===== src/rtl/rxf_pkg.sv =====
package rxf_pkg;
  localparam int OSR    = 16;
  localparam int WORD_W = 8;

  typedef enum logic [2:0] {
    S_IDLE, S_START, S_DATA, S_PAR, S_STOP, S_MARK
  } rx_state_e;

  typedef struct packed {
    logic [WORD_W-1:0] data;
    logic              perr;
    logic              ferr;
    logic              brk;
  } rx_word_t;
endpackage


===== src/rtl/rxf_sync.sv =====
module rxf_sync #(
  parameter int STAGES = 2
) (
  input  logic clk,
  input  logic rst_n,
  input  logic d,
  output logic q
);
  logic [STAGES-1:0] chain;

  always_ff @(posedge clk or negedge rst_n) begin
    if (!rst_n) chain <= '1;
    else        chain <= {chain[STAGES-2:0], d};
  end

  assign q = chain[STAGES-1];
endmodule


===== src/rtl/rxf_baud.sv =====
module rxf_baud #(
  parameter int DIV_W = 16
) (
  input  logic             clk,
  input  logic             rst_n,
  input  logic [DIV_W-1:0] divisor,
  output logic             tick
);
  logic [DIV_W-1:0] cnt;
  logic [DIV_W-1:0] limit;

  // a zero divisor runs like a divisor of one
  assign limit = (divisor == '0) ? '0 : divisor - 1'b1;
  assign tick  = (cnt >= limit);

  always_ff @(posedge clk or negedge rst_n) begin
    if (!rst_n)    cnt <= '0;
    else if (tick) cnt <= '0;
    else           cnt <= cnt + 1'b1;
  end
endmodule


===== src/rtl/rxf_deframer.sv =====
module rxf_deframer
  import rxf_pkg::*;
(
  input  logic       clk,
  input  logic       rst_n,
  input  logic       tick,
  input  logic       rxd,
  input  logic [1:0] word_len,
  input  logic       par_en,
  input  logic       par_even,
  input  logic       par_stick,
  output logic       done,
  output rx_word_t   word
);
  localparam int SUB_W = $clog2(OSR);
  localparam logic [SUB_W-1:0] MID_START = SUB_W'(OSR/2 - 1);
  localparam logic [SUB_W-1:0] MID_BIT   = SUB_W'(OSR - 1);

  rx_state_e         st;
  logic [SUB_W-1:0]  sub;
  logic [2:0]        bitn;
  logic [WORD_W-1:0] sr;
  logic              pbit;
  logic              all_space;

  logic [2:0]        last_idx;
  logic [2:0]        align_sh;
  logic [WORD_W-1:0] aligned;
  logic              exp_par;
  logic              is_brk;

  assign last_idx = {1'b0, word_len} + 3'd4;
  assign align_sh = 3'd3 - {1'b0, word_len};
  assign aligned  = sr >> align_sh;
  assign exp_par  = par_stick ? ~par_even : (par_even ? ^aligned : ~^aligned);
  assign is_brk   = all_space && !rxd;

  always_ff @(posedge clk or negedge rst_n) begin
    if (!rst_n) begin
      st        <= S_IDLE;
      sub       <= '0;
      bitn      <= '0;
      sr        <= '0;
      pbit      <= 1'b0;
      all_space <= 1'b0;
      done      <= 1'b0;
      word      <= '0;
    end else begin
      done <= 1'b0;
      if (tick) begin
        unique case (st)
          S_IDLE: begin
            if (!rxd) begin
              st  <= S_START;
              sub <= '0;
            end
          end
          S_START: begin
            if (sub == MID_START) begin
              if (!rxd) begin
                st        <= S_DATA;
                sub       <= '0;
                bitn      <= '0;
                sr        <= '0;
                all_space <= 1'b1;
              end else begin
                st <= S_IDLE;
              end
            end else begin
              sub <= sub + 1'b1;
            end
          end
          S_DATA: begin
            sub <= sub + 1'b1;
            if (sub == MID_BIT) begin
              sr        <= {rxd, sr[WORD_W-1:1]};
              all_space <= all_space & ~rxd;
              if (bitn == last_idx) st <= par_en ? S_PAR : S_STOP;
              else                  bitn <= bitn + 1'b1;
            end
          end
          S_PAR: begin
            sub <= sub + 1'b1;
            if (sub == MID_BIT) begin
              pbit      <= rxd;
              all_space <= all_space & ~rxd;
              st        <= S_STOP;
            end
          end
          S_STOP: begin
            sub <= sub + 1'b1;
            if (sub == MID_BIT) begin
              done      <= 1'b1;
              word.data <= aligned;
              word.brk  <= is_brk;
              word.ferr <= !rxd && !is_brk;
              word.perr <= par_en && (pbit != exp_par) && !is_brk;
              st        <= rxd ? S_IDLE : S_MARK;
            end
          end
          S_MARK: begin
            if (rxd) st <= S_IDLE;
          end
          default: st <= S_IDLE;
        endcase
      end
    end
  end
endmodule


===== src/rtl/serial_frame_rx.sv =====
module serial_frame_rx
  import rxf_pkg::*;
#(
  parameter int DIV_W       = 16,
  parameter int SYNC_STAGES = 2
) (
  input  logic               clk,
  input  logic               rst_n,
  input  logic               rx_line,
  input  logic [DIV_W/2-1:0] div_lo,
  input  logic [DIV_W/2-1:0] div_hi,
  input  logic [1:0]         word_len,
  input  logic               par_en,
  input  logic               par_even,
  input  logic               par_stick,
  output logic               out_valid,
  input  logic               out_ready,
  output logic [WORD_W-1:0]  out_data,
  output logic               out_perr,
  output logic               out_ferr,
  output logic               out_brk,
  output logic               out_ovr
);
  logic     rxd_s;
  logic     tick;
  logic     fr_done;
  rx_word_t fr_word;

  rx_word_t hold_word;
  logic     hold_ovr;
  logic     ovr_pend;
  logic     accept;

  rxf_sync #(.STAGES(SYNC_STAGES)) u_sync (
    .clk(clk), .rst_n(rst_n), .d(rx_line), .q(rxd_s)
  );

  rxf_baud #(.DIV_W(DIV_W)) u_baud (
    .clk(clk), .rst_n(rst_n), .divisor({div_hi, div_lo}), .tick(tick)
  );

  rxf_deframer u_deframe (
    .clk(clk), .rst_n(rst_n), .tick(tick), .rxd(rxd_s),
    .word_len(word_len), .par_en(par_en), .par_even(par_even),
    .par_stick(par_stick), .done(fr_done), .word(fr_word)
  );

  assign accept = fr_done && (!out_valid || out_ready);

  always_ff @(posedge clk or negedge rst_n) begin
    if (!rst_n) begin
      out_valid <= 1'b0;
      hold_word <= '0;
      hold_ovr  <= 1'b0;
      ovr_pend  <= 1'b0;
    end else if (fr_done) begin
      if (accept) begin
        out_valid <= 1'b1;
        hold_word <= fr_word;
        hold_ovr  <= ovr_pend;
        ovr_pend  <= 1'b0;
      end else begin
        ovr_pend  <= 1'b1;
      end
    end else if (out_ready) begin
      out_valid <= 1'b0;
    end
  end

  assign out_data = hold_word.data;
  assign out_perr = hold_word.perr;
  assign out_ferr = hold_word.ferr;
  assign out_brk  = hold_word.brk;
  assign out_ovr  = hold_ovr;
endmodule


===== config.mk =====
export PLATFORM = sky130hd
export DESIGN_NAME = serial_frame_rx
export DESIGN_NICKNAME = d
export VERILOG_FILES = /design/src/rtl/rxf_pkg.sv /design/src/rtl/rxf_sync.sv /design/src/rtl/rxf_baud.sv /design/src/rtl/rxf_deframer.sv /design/src/rtl/serial_frame_rx.sv
export SDC_FILE = /design/constraint.sdc
export NUM_CORES = 1
export LEC_CHECK = 0
export ABC_CLOCK_PERIOD_IN_PS = 2500
export BUFFER_PORTS_ARGS = -buffer_cell sky130_fd_sc_hd__buf_4
export CORE_MARGIN = 5
export CORE_UTILIZATION = 41
export CTS_CLUSTER_DIAMETER = 50
export DETAILED_ROUTE_END_ITERATION = 16
export PLACE_DENSITY_LB_ADDON = 0.2
export SLEW_MARGIN = 30
export SYNTH_ARGS = -nofsm -noshare
export SYNTH_HDL_FRONTEND = slang
export SYNTH_HIERARCHICAL = 1
export SYNTH_SLANG_ARGS = --single-unit

===== constraint.sdc =====
create_clock -name clk -period 2.5 [get_ports clk]
set_input_delay 0.25 -clock clk [delete_from_list [all_inputs] [get_ports clk]]
set_output_delay 0.25 -clock clk [all_outputs]
set_load 0.05 [all_outputs]

==> results, run 1 <==
- Synthesis produced a netlist with a net count of roughly 460.
- Dividing the detail-routed via count by the number of cells gives ~5.0.
- Input and output buffers added on the ports amount to 37.
- For this run, design rule violations remaining after detail routing come to 0.
- The HPWL reported at the end of detailed placement is 5880 um.
- Setup repair after global routing could not meet its margin everywhere.
- In this run the worst hold path is classified as input port to asynchronous set/reset pin.
- The iteration-0 DRC count of the detailed router is 106.
- The logic depth of the worst setup path including buffers is 15.
- The final cell count without fillers is 611.
- Ranked by total cell area, the synthesized netlist is headed by dfrtp_1 39%, ha_1 6.6%, nand2_1 5.4%.
- The required time of the critical path is 2720 ps.
- Summed over all cells, the static leakage comes to 2.358 nW.
- Headroom to the max-slew limit came out at 0.4757.
- The count of flip-flops with a built-in enable after synthesis is 0.
- The worst IR drop on VDD is 0.0002220 V.
- The final-report max-slew violation count is 0.
- The run finished, with violations left.
- The total inserted antenna cells is 0.
- The routed design has 7936 um of wire.
- The cell count after synthesis came out at 410.
- The share of total power dissipated in sequential elements is 0.509.
- Relative to the synthesized area, the layout overhead comes to 25.35%.
- The setup path with the least slack is of type input port to register.
- The mean post-synth cell area is 9.668 um2.
- Tracing the worst setup path back leads to its startpoint at div_lo[2].
- The area of the placeable core is 9328 um2.
- The initialized floorplan defines 35 standard-cell rows.
- The cell type group with the largest total delay on the critical path is simple AND/OR/NAND/NOR gates.
- Final hold analysis gives a worst-case slack of -19.99 ps.
- Across all setup checks in the final design, the least slack found is -213.1 ps.
- The average wire length per cell after detail routing is 12.99 um.
- STA puts the critical path data arrival time at around 3000 ps.
- In the synthesized netlist the async set-or-reset flop fraction comes to 1.000.
- The final cycle utilization of the critical path is 1.085.
- The final estimated routing congestion in global placement is 0.7925.
- The post-placement cell count is 592.
- The final antenna-violating net count is 0.
- The critical path endpoint category is a register.
- The combinational power share is 0.157.
- The cell type of the slowest stage on the worst timing path is nor4_4.
- The final reports fail on negative hold slack, negative setup slack.
- The critical path goes through buf_6 -> nor4_4 -> buf_4 -> nand4b_1 -> xnor2_1 -> nand2_1 -> ha_4 -> nand2_4 -> nor4_4 -> nand3_1 -> nand3_2 -> nand4_1 -> or2_4 -> inv_4 -> mux2_4.
- The share of total power dissipated in the clock network is 0.335.
- For this run, the slowest stage of the critical path takes 330 ps.
- Of the synthesized area, sequential elements account for 0.4047.
- The maximum buffer depth of the clock tree is 2.
- The wire length of the first global-routing pass is about 14,000 um.
- The layout net count is 523.
- For this design the ratio of total power to cell area is 462.0 nW/um2.
- The worst register-to-register path has a depth of 9.
- The worst reg2reg path startpoint is u_baud/cnt[15].
- The worst setup path endpoint is u_deframe/word[8].
- The horizontal extent of the die is 108.3 um.
- The cell area that synthesis handed to floorplanning was 3964 um2.
- Overall power consumption after layout is estimated at about 0.0023 W.
- The design internal power is 0.001626 W.
- The total count of hold-check failures in the final report was 13.
- The most repeated library cell on the critical path is nor4_4.
- Clock tree synthesis selected as its root buffer the cell clkbuf_8.
- The die area is about 12,000 um2.
- The netlist uses 61 different library cells.
- The worst setup path is launched from an input port.
- The effective utilization at floorplan is 0.4249.
- In this run the vertical extent of the chip is 108.3 um.
- The tool flagged a number of max-cap violations equal to 0.
- For this run the aggregate overflow at the end of global routing stands at 0.
- The share of the synthesized area in the top cell type is 0.3914.
- The switching part of the total power is 0.2917.
- The number of buffers and inverters on the critical path is 3.
- The clock net sink count is 64.
- The maximum number of pins on one net before global-route repair is 65.
- Summed over all nets, the switching power comes to 0.0006695 W.
- After clock tree synthesis, the clock-pin slew on the worst setup and hold paths is 80 ps.
- For flop-to-flop paths, the worst setup slack is 220 ps.
- The number of CTS-inserted buffers is 9.
- Setup violations remaining at the end of the flow were counted as 28.
- The maximum operating frequency is 368.6 MHz.
- In the synthesized netlist, the cells that appear most often are 62 x dfrtp_1, 57 x nand2_1, 36 x nor2_1.
- The initial antenna violation count is 0.
- The number of fillers in the final layout is 856.
- The via count is between 3,000 and 4,000.
- At the pin with the least slew margin, the transition time is 786.4 ps.
- Across every metal layer, demand over resource in global routing totals 0.1492.
- Along the worst path, the maximum fanout reaches 5.
- The most used flip-flop cell after synthesis is dfrtp_1.
- The share of cells above drive strength 1 is 0.3050.
- The TritonCTS clock tree is built.
- The clock tree synthesis step divided the H-tree into 3 levels.
- The via count of the first global-routing pass came to between 3,000 and 4,000.
- Clock latency on the worst-skew pair, taken at its later pin, is 340 ps.
- The most common cell in the netlist is dfrtp_1.
- The I/O pin count is 38.
- The number of synthesized register bits is 64.
- Across the routed clock network, the largest skew measured is between 10 and 15 ps.
- The cell type contributing the most total cell area after synthesis is dfrtp_1.
- The worst register-to-register path ends at u_deframe/word[8].
- The count of TritonRoute iterations in the first routing pass is 4.
- The number of synthesis warnings is 6.
- The shortest period the worst path allows is 2713 ps.
==> power groups by stage <==
stage               Sequential, W  Clock [W]  Combinational (W)
CTS                       0.00117   0.000801           0.000361
detailed placement        0.00119          0           0.000348
global route              0.00118   0.000855           0.000422
floorplan                 0.00116          0           0.000220
global placement          0.00119          0           0.000340
finish                    0.00117   0.000768           0.000360
==> registers in the layout (all words and copies together), names as in the netlist, 2 cells and up <==
register,flops
u_baud/cnt,16
u_deframe/word,11
out_data,8
u_deframe/sr,8
u_deframe/sub,4
u_deframe/bitn,3
u_deframe/st,3
u_sync/chain,2
==> layout by cell type, fill, tap and decap left out, types with 5 or more instances in the layout <==
cell type  instances
mux2_4            13
a22o_1            10
buf_4             68
nor2_1            34
nand4_1            7
buf_6              6
nand2_1           51
xnor2_1           17
inv_1             12
o21ai_1           13
ha_1              19
dfrtp_1           62
mux2i_1           11
nand3_1           12
o21ai_0           14
xor2_1            16
mux2_2             6
a21oi_1           16
nor3_1             6
clkbuf_8           9
nand2_2            5
==> layout make-up <==
type	count	area, um2	share of cell area
clock buffers	9	123.9	0.02493
multi-input cells	313	2376	0.4782
repair buffers	76	603.1	0.1214
flip-flops and latches	64	1604	0.3228
inverters	13	51.30	0.01032
clock inverters	7	48.80	0.009821
well taps	129	161.4	0.03249
==> how the worst min path moves through the flow <==
stage | to | cells after the start
after floorplan | out_brk | 0
after global placement | u_sync/chain[1] | 0
after detailed placement | u_sync/chain[1] | 0
after CTS | u_baud/cnt[8] | 1
after global routing | out_data[3] | 1
final | u_baud/cnt[8] | 1
==> worst register-to-register path, delay by kind of cell, from the launching register on <==
family,cells,cell delay (ps)
buf+inv,1,80
fa+ha+maj,1,320
mux,1,290
simple gates,6,1070
flops,1,410
==> stage by stage <==
stage / TNS [ps] / instance area [um2] / worst slack [ps] / utilization
final: -3528 / 4969 / -213.1 / 0.5327
after global routing: -11190 / 4969 / -422.4 / 0.5327
after CTS: -4298 / 4903 / -258.1 / 0.5257
after detailed placement: -23940 / 4621 / -786.2 / 0.4954
after global placement: -22560 / 4621 / -728.0 / 0.4954
after floorplan: -14800 / 4036 / -726.2 / -
==> cell families (layout without fill, tap and decap cells) <==
| logic type | count (synthesis) | in the layout | share of synthesized area |
|---|---|---|---|
| AOI/OAI and AO/OA | 72 | 72 | 0.1158 |
| xor gates and xnor gates | 34 | 34 | 0.07860 |
| adders and majority gates | 21 | 21 | 0.06629 |
| buffers and inverters | 33 | 105 | 0.03851 |
| DFF | 64 | 64 | 0.4047 |
| muxes | 31 | 31 | 0.09691 |
| and+or+nand+nor | 155 | 155 | 0.1992 |
==> what timing repair did <==
item / 4_1_cts / 5_1_grt
hold endpoints to repair: 1 / 0
hold buffers: 1 / 0
pin swaps: 11 / 10
resized for setup: 22 / 13
endpoints found under the setup margin: 32 / 48
buffers inserted: 3 / 0
cloned: 0 / 0
==> per-layer routing <==
| metal | global-route usage | up-vias | wire length (um) |
|---|---|---|---|
| met3 | 0.03463 | 7 | 215 |
| met1 | 0.2023 | 1469 | 3901 |
| met2 | 0.2389 | 33 | 3744 |
| met5 | 0 | - | 0 |
| li1 | - | 1572 | - |
| met4 | 0.04328 | 0 | 76 |
No activity file was read; power rests on OpenSTA's default activity.
==> run 2, diff against run 1 <==
--- a/config.mk
+++ b/config.mk
@@ -12,6 +12,7 @@
 export CTS_CLUSTER_DIAMETER = 50
 export DETAILED_ROUTE_END_ITERATION = 16
 export PLACE_DENSITY_LB_ADDON = 0.2
+export RECOVER_POWER = 100
 export SLEW_MARGIN = 30
 export SYNTH_ARGS = -nofsm -noshare
 export SYNTH_HDL_FRONTEND = slang
==> results, run 2 (synthesized netlist as in run 1, its figures left out) <==
- The total placed instance area is 4621 um2 (unchanged).
- The number of CTS-inserted buffers is 9 (unchanged).
- The static leakage is 2.270 nW (-3.7%).
- The flow ran to the end, but the final reports show violations.
- Among all stages on the critical path, the largest delay is contributed by nor4_4.
- The total inserted antenna cells is 0 (unchanged).
- The worst endpoint data arrival time is 2940 ps (about the same).
- The final-report max-slew violation count was 65 (+65).
- TritonCTS built the clock tree.
- The clock network fraction of total power is 0.334 (about the same).
- The I/O pin count was 38 (unchanged).
- The final core utilization is 0.5222 (-0.01046).
- The die area is 11,730 um2 (unchanged).
- The most frequent standard cell in the layout excluding fill and tap cells is dfrtp_1.
- The required time of the critical path was 2720 ps (about the same).
- The slew at the pin closest to its max-slew limit is 1550 ps (+764.0 ps).
- The switching part of the total power was 0.2910 (-0.0006641).
- The maximum operating frequency was 368.4 MHz (about the same).
- The post-detailed-routing wire length was 7976 um (+0.50%).
- The worst setup path is captured at a register.
- The number of flip-flops under the largest register name is 16 (unchanged).
- The average wire length per cell after detail routing is 13.05 um (+0.50%).
- The level count of the clock H-tree is 3 (unchanged).
- The area of the placeable core is 9328 um2 (unchanged).
- The effective utilization at floorplan came to 0.4249 (unchanged).
- Grouping stages by cell kind, the critical path spends the most delay in simple AND/OR/NAND/NOR gates.
- The switching power total is 0.0006670 W (-0.38%).
- In this run the clock root is driven by a clkbuf_8.
- The number of remaining DRC errors is 0 (unchanged).
- The layout net count is 523 (unchanged).
- The via count is 3,085 (+0.13%).
- The final estimated routing congestion in global placement came to 0.7925 (unchanged).
- The die boundary height came to 108.3 um (unchanged).
- The largest registers in the layout are u_baud/cnt: 16 flops, u_deframe/word: 11 flops.
- The final global-route overflow total came to 0 (unchanged).
- Walking the worst path, the cells encountered are buf_6 -> nor4_4 -> buf_4 -> nand4b_1 -> xnor2_1 -> nand2_1 -> ha_4 -> nand2_4 -> nor4_4 -> nand3_1 -> nand3_2 -> nand4_1 -> or2_4 -> inv_4 -> mux2_4.
- The number of vias per cell after detailed routing is 5.049 (+0.13%).
- The most repeated library cell on the critical path is nor4_4.
- The final antenna-violating net count is 0 (unchanged).
- Ranked by flip-flop count, first place goes to u_baud/cnt.
- The share of cells above drive strength 1 is 0.2573 (-0.04772).
- The initial antenna violation count is 0 (unchanged).
- The final cell area excluding filler cells is 4871 um2 (-2.0%).
- The clock net sink count is 64 (unchanged).
- The critical setup path kind is input port to register.
- The shortest period the worst path allows came to 2715 ps (+1.440 ps).
- The HPWL reported at the end of detailed placement is 5880 um (unchanged).
- The startpoint type of the worst setup path is an input port.
- The total negative slack was -3610 ps (-82.05 ps).
- The total power density per cell area is 470.6 nW/um2 (+1.9%).
- In the layout the commonest cells are 62 x dfrtp_1, 53 x buf_4, 52 x nand2_1.
- The clock-pin slew reported for the worst setup and hold paths after clock tree synthesis is 80 ps (about the same).
- The number of placement rows is 35 (unchanged).
- The design internal power came to 0.001625 W (about the same).
- The iteration-0 DRC count of the detailed router was 98 (-7.5%).
- The worst setup skew after layout is 10.96 ps (+0.4942 ps).
- The relative contribution of sequential cells to total power came to 0.509 (about the same).
- The worst max-slew margin expressed relative to the limit was -0.03361 (-0.5093).
- The count of endpoints failing setup in the final report is 28 (unchanged).
- The maximum buffer depth of the clock tree was 2 (unchanged).
- The maximum number of pins on one net before global-route repair is 65 (unchanged).
- The layout overhead on the synthesized area is 22.89%.
- The longest individual stage delay on the worst path is 330 ps (about the same).
- The number of violations of the max-capacitance limit was 1 (+1).
- Setup repair after global routing could not meet its margin everywhere.
- The total count of hold-check failures in the final report is 0 (-13).
- The final cycle utilization of the critical path is 1.086 (about the same).
- The sum of buffers and inverters on the critical path came to 3 (unchanged).
- The number of port buffers is 37 (unchanged).
- The top fanout value on the critical path is 5 (unchanged).
- The horizontal extent of the die came to 108.3 um (unchanged).
- The path class of the tightest hold or removal check is input port to register.
- The via count of the first global-routing pass was 3,024 (unchanged).
- The post-layout worst setup margin came to -214.5 ps (-1.440 ps).
- The count of TritonRoute iterations in the first routing pass is 4 (unchanged).
- The combinational power share is 0.157 (about the same).
- The worst IR drop on VDD is 0.0002254 V (+1.5%).
- The wire length of the first global-routing pass is 14,060 um (unchanged).
- The clock latency at the later pin of the worst-skew pair is 340 ps (about the same).
- The total global-route track usage is 0.1492 (unchanged).
- The checks that failed: max-capacitance violations, max-slew violations, negative setup slack.
- The final hold slack is 195.6 ps (+215.5 ps).
## run 2: cell types whose count changed in the layout (fill, tap and decap cells not counted), sizes merged
cell	previous run	this run
clkbuf	9	24
buf	75	60
## run 2: final cells by class
cell class,instances,area (um2)
Fill cell,886,4457
Multi-Input combinational cell,313,2330
Sequential cell,64,1604
Timing Repair Buffer,76,551.8
Tap cell,129,161.4
Clock buffer,9,123.9
Inverter,13,51.30
Clock inverter,7,48.80
## run 2: per-layer routing
layer,vias up,GRT usage,part of all wire,wire length [um]
met5,-,0,0,0
met4,0,0.04328,0.012,97
met3,9,0.03463,0.027,218
met2,34,0.2389,0.47,3735
met1,1473,0.2023,0.49,3926
li1,1569,-,-,-
## run 2: what timing repair did
action / 4_1_cts / 5_1_grt
endpoints found under the hold margin: 1 / 0
cloned: 0 / 0
pin swaps: 11 / 10
buffers inserted: 3 / 0
resized for setup: 22 / 13
setup endpoints to repair: 32 / 48
hold buffers: 1 / 0
## run 2: path summary, 6_finish.rpt
| kind | startpoint | end | slack (ps) | cells after the start |
|---|---|---|---|---|
| min reg2reg | u_sync/chain[0] | u_sync/chain[1] | 360 | 0 |
| max in group asynchronous | rst_n | u_baud/cnt[0] | 1280 | 1 |
| max reg2reg | u_baud/cnt[15] | u_deframe/word[8] | 210 | 9 |
| max | div_lo[2] | u_deframe/word[8] | -210 | 15 |
| min | out_ready | ovr_pend | 200 | 3 |
| min in group asynchronous | rst_n | u_baud/cnt[8] | 280 | 1 |
## run 2: stage by stage
step | power, W | setup slack [ps] | std cells
after floorplan | 0.001383 | -726.2 | 410
after global placement | 0.001526 | -728.0 | 592
after detailed placement | 0.001535 | -786.2 | 592
after CTS | 0.002331 | -258.1 | 611
after global routing | 0.002452 | -422.4 | 611
final | 0.002292 | -214.5 | 611
## run 2: power by group through the flow
stage	logic [W]	clock network, W	registers, W
CTS	0.000361	0.000801	0.00117
global placement	0.000340	0	0.00119
detailed placement	0.000348	0	0.00119
global route	0.000421	0.000855	0.00118
floorplan	0.000220	0	0.00116
finish	0.000359	0.000766	0.00117
## run 2: worst register-to-register path, cell delays in order (launching register included)
cell,delay (ps)
dfrtp_1,410
ha_1,320
nand2_2,80
nor4_4,300
nand3_1,120
nand3_2,110
nand4_1,130
or2_4,330
inv_4,80
mux2_4,290
==> run 3, diff against run 2 <==
==> constraint.sdc (replaced) <==
create_clock -name clk -period 2.5 [get_ports clk]
set_input_delay 0.75 -clock clk [delete_from_list [all_inputs] [get_ports clk]]
set_output_delay 0.75 -clock clk [all_outputs]
set_load 0.05 [all_outputs]
==> results, run 3 (synthesized netlist as in run 1, its figures left out) <==
- The area of the placeable core is 9328 um2 (unchanged).
- The worst IR drop on VDD is 0.0002899 V (+29%).
- The layout net count came to 522 (-0.19%).
- The via count is 3,111 (+0.84%).
- Relative to the synthesized area, the layout overhead comes to 24.97%.
- The number of port buffers is 37 (unchanged).
- The slew at the pin closest to its max-slew limit was 1565 ps (+15.07 ps).
- The final estimated routing congestion in global placement is 0.7905 (-0.25%).
- The number of fillers in the final layout is 860 (-2.9%).
- The total global-route track usage came to 0.1489 (-0.0002957).
- The die boundary height is 108.3 um (unchanged).
- The most frequent standard cell in the layout excluding fill and tap cells is dfrtp_1.
- The final-report max-slew violation count is 65 (unchanged).
- The I/O pin count is 38 (unchanged).
- The clock-pin slew reported for the worst setup and hold paths after clock tree synthesis is 70 ps (about the same).
- Setup repair after global routing could not meet its margin everywhere.
- The maximum number of pins on one net before global-route repair came to 65 (unchanged).
- The maximum buffer depth of the clock tree is 2 (unchanged).
- CTS placed an instance of clkbuf_8 at the clock tree root.
- The static leakage is 2.290 nW (+0.88%).
- The met1 usage in global routing is 0.2080 (+0.005698).
- The horizontal extent of the die is 108.3 um (unchanged).
- The worst setup skew after layout was 10.39 ps (-0.5654 ps).
- The total inserted antenna cells came to 0 (unchanged).
- TritonCTS built the clock tree.
- The number of CTS-inserted buffers came to 9 (unchanged).
- The register name with the most flops is u_baud/cnt.
- The HPWL reported at the end of detailed placement is 6016 um (+2.3%).
- The post-placement cell count is 591 (-0.17%).
- The level count of the clock H-tree came to 3 (unchanged).
- The final reports fail on max-capacitance violations, max-slew violations, negative setup slack.
- The shortest period the worst path allows is 3280 ps (+565.7 ps).
- The final cell count without fillers came to 610 (-0.16%).
- The total count of hold-check failures in the final report came to 0 (unchanged).
- The iteration-0 DRC count of the detailed router is 132 (+35%).
- The final global-route overflow total is 0 (unchanged).
- The top fanout value on the critical path came to 6 (+1).
- The number of placement rows is 35 (unchanged).
- The wire length of the first global-routing pass came to 14,080 um (+0.14%).
- The share of cells above drive strength 1 is 0.2744 (+0.01717).
- The final hold slack is 358.5 ps (+163.0 ps).
- The minimum setup slack after placement came to -1266 ps (-479.6 ps).
- The via count of the first global-routing pass is 3,020 (-0.13%).
- The post-layout worst setup margin is -780.2 ps (-565.7 ps).
- The run finished, with violations left.
- In this run the most used layer during global routing was met2.
- The average wire length per cell after detail routing is 13.52 um (+3.6%).
- The count of endpoints failing setup in the final report is 48 (+71%).
- The number of remaining DRC errors is 0 (unchanged).
- The critical path endpoint category is a register.
- The post-detailed-routing wire length came to 8246 um (+3.4%).
- The die area is 11,730 um2 (unchanged).
- The final antenna-violating net count is 0 (unchanged).
- The number of violations of the max-capacitance limit came to 1 (unchanged).
- The worst endpoint data arrival time is 3490 ps (+550 ps).
- The number of flip-flops under the largest register name is 16 (unchanged).
- The clock latency at the later pin of the worst-skew pair is 340 ps (about the same).
- The number of vias per cell after detailed routing is 5.100 (+1.0%).
- The initial antenna violation count is 0 (unchanged).
- The worst hold-check path type is register to register.
- The total power density per cell area came to 512.9 nW/um2 (+9.0%).
- The routing usage on met2 is 0.2318 (-0.007105).
- The largest registers in the layout are u_baud/cnt: 16 flops, u_deframe/word: 11 flops.
- The clock net sink count is 64 (unchanged).
- The maximum operating frequency is 304.9 MHz (-17%).
- The final cycle utilization of the critical path came to 1.312 (+0.2263).
- In the layout the commonest cells are 62 x dfrtp_1, 50 x buf_4, 48 x nand2_1.
- The startpoint type of the worst setup path is an input port.
- The count of TritonRoute iterations in the first routing pass is 4 (unchanged).
- The global-route met3 utilization is 0.04000 (+0.005373).
- The required time of the critical path is 2710 ps (about the same).
- The critical setup path kind is input port to register.
- The effective utilization at floorplan is 0.4249 (unchanged).
- The worst max-slew margin expressed relative to the limit is -0.04366 (-0.01005).
[run 3: critical path, cell delays in order]
cell      delay (ps)
buf_4            120
nor4_4           330
nand2_2          150
nor4_4           160
xor2_1           220
nand2_2          100
ha_4             280
nand2_2           60
nor4_4           320
nand2_1          120
nand3_2          110
buf_6            130
o221ai_2          80
a211o_1          320
o21ai_1          160
o31ai_1           80
[run 3: where the power goes]
group | internal [W] | switching, W | leakage, nW
registers | 0.00109 | 0.0000813 | 0.869
logic | 0.000182 | 0.000193 | 1.31
clock network | 0.000573 | 0.000423 | 0.111
total | 0.00184 | 0.000697 | 2.29
[run 3: what timing repair did]
action,in CTS,in global routing
hold buffers,0,0
pin swaps,24,7
setup buffers,2,2
resized for setup,33,15
cloned,1,0
setup endpoints to repair,48,48
[run 3: through the flow]
step / utilization / TNS [ps] / total power (W) / instance area [um2]
detailed placement: 0.4946 / -47990 / 0.001535 / 4613
global route: 0.5311 / -35070 / 0.002687 / 4954
finish: 0.5311 / -27290 / 0.002541 / 4954
CTS: 0.5321 / -25380 / 0.002569 / 4964
global placement: 0.4946 / -46180 / 0.001526 / 4613
floorplan: - / -37710 / 0.001383 / 4036
[run 3: worst paths after layout]
path                                  from               to  slack (ps)  depth (start not counted)
min in group asynchronous            rst_n   u_baud/cnt[11]         790                          1
setup / recovery                 div_lo[5]  u_deframe/st[2]        -780                         16
setup reg to reg             u_baud/cnt[9]  u_deframe/st[2]         230                         10
hold / removal             u_sync/chain[0]  u_sync/chain[1]         360                          0
max in group asynchronous            rst_n    u_baud/cnt[0]         770                          1
hold reg to reg            u_sync/chain[0]  u_sync/chain[1]         360                          0
[run 3: layer usage]
metal | routed length (um) | vias to the layer above
li1 | - | 1570
met1 | 4013 | 1490
met2 | 3922 | 49
met3 | 274 | 2
met4 | 36 | 0
met5 | 0 | -
[run 3: layout make-up]
cell class / instances / area, um2 / area share
flip-flops and latches: 64 / 1604 / 0.3238
inverters: 13 / 51.30 / 0.01036
clock inverters: 7 / 102.6 / 0.02071
well taps: 129 / 161.4 / 0.03258
clock buffers: 9 / 123.9 / 0.02501
multi-input cells: 313 / 2357 / 0.4759
repair buffers: 75 / 553.0 / 0.1116
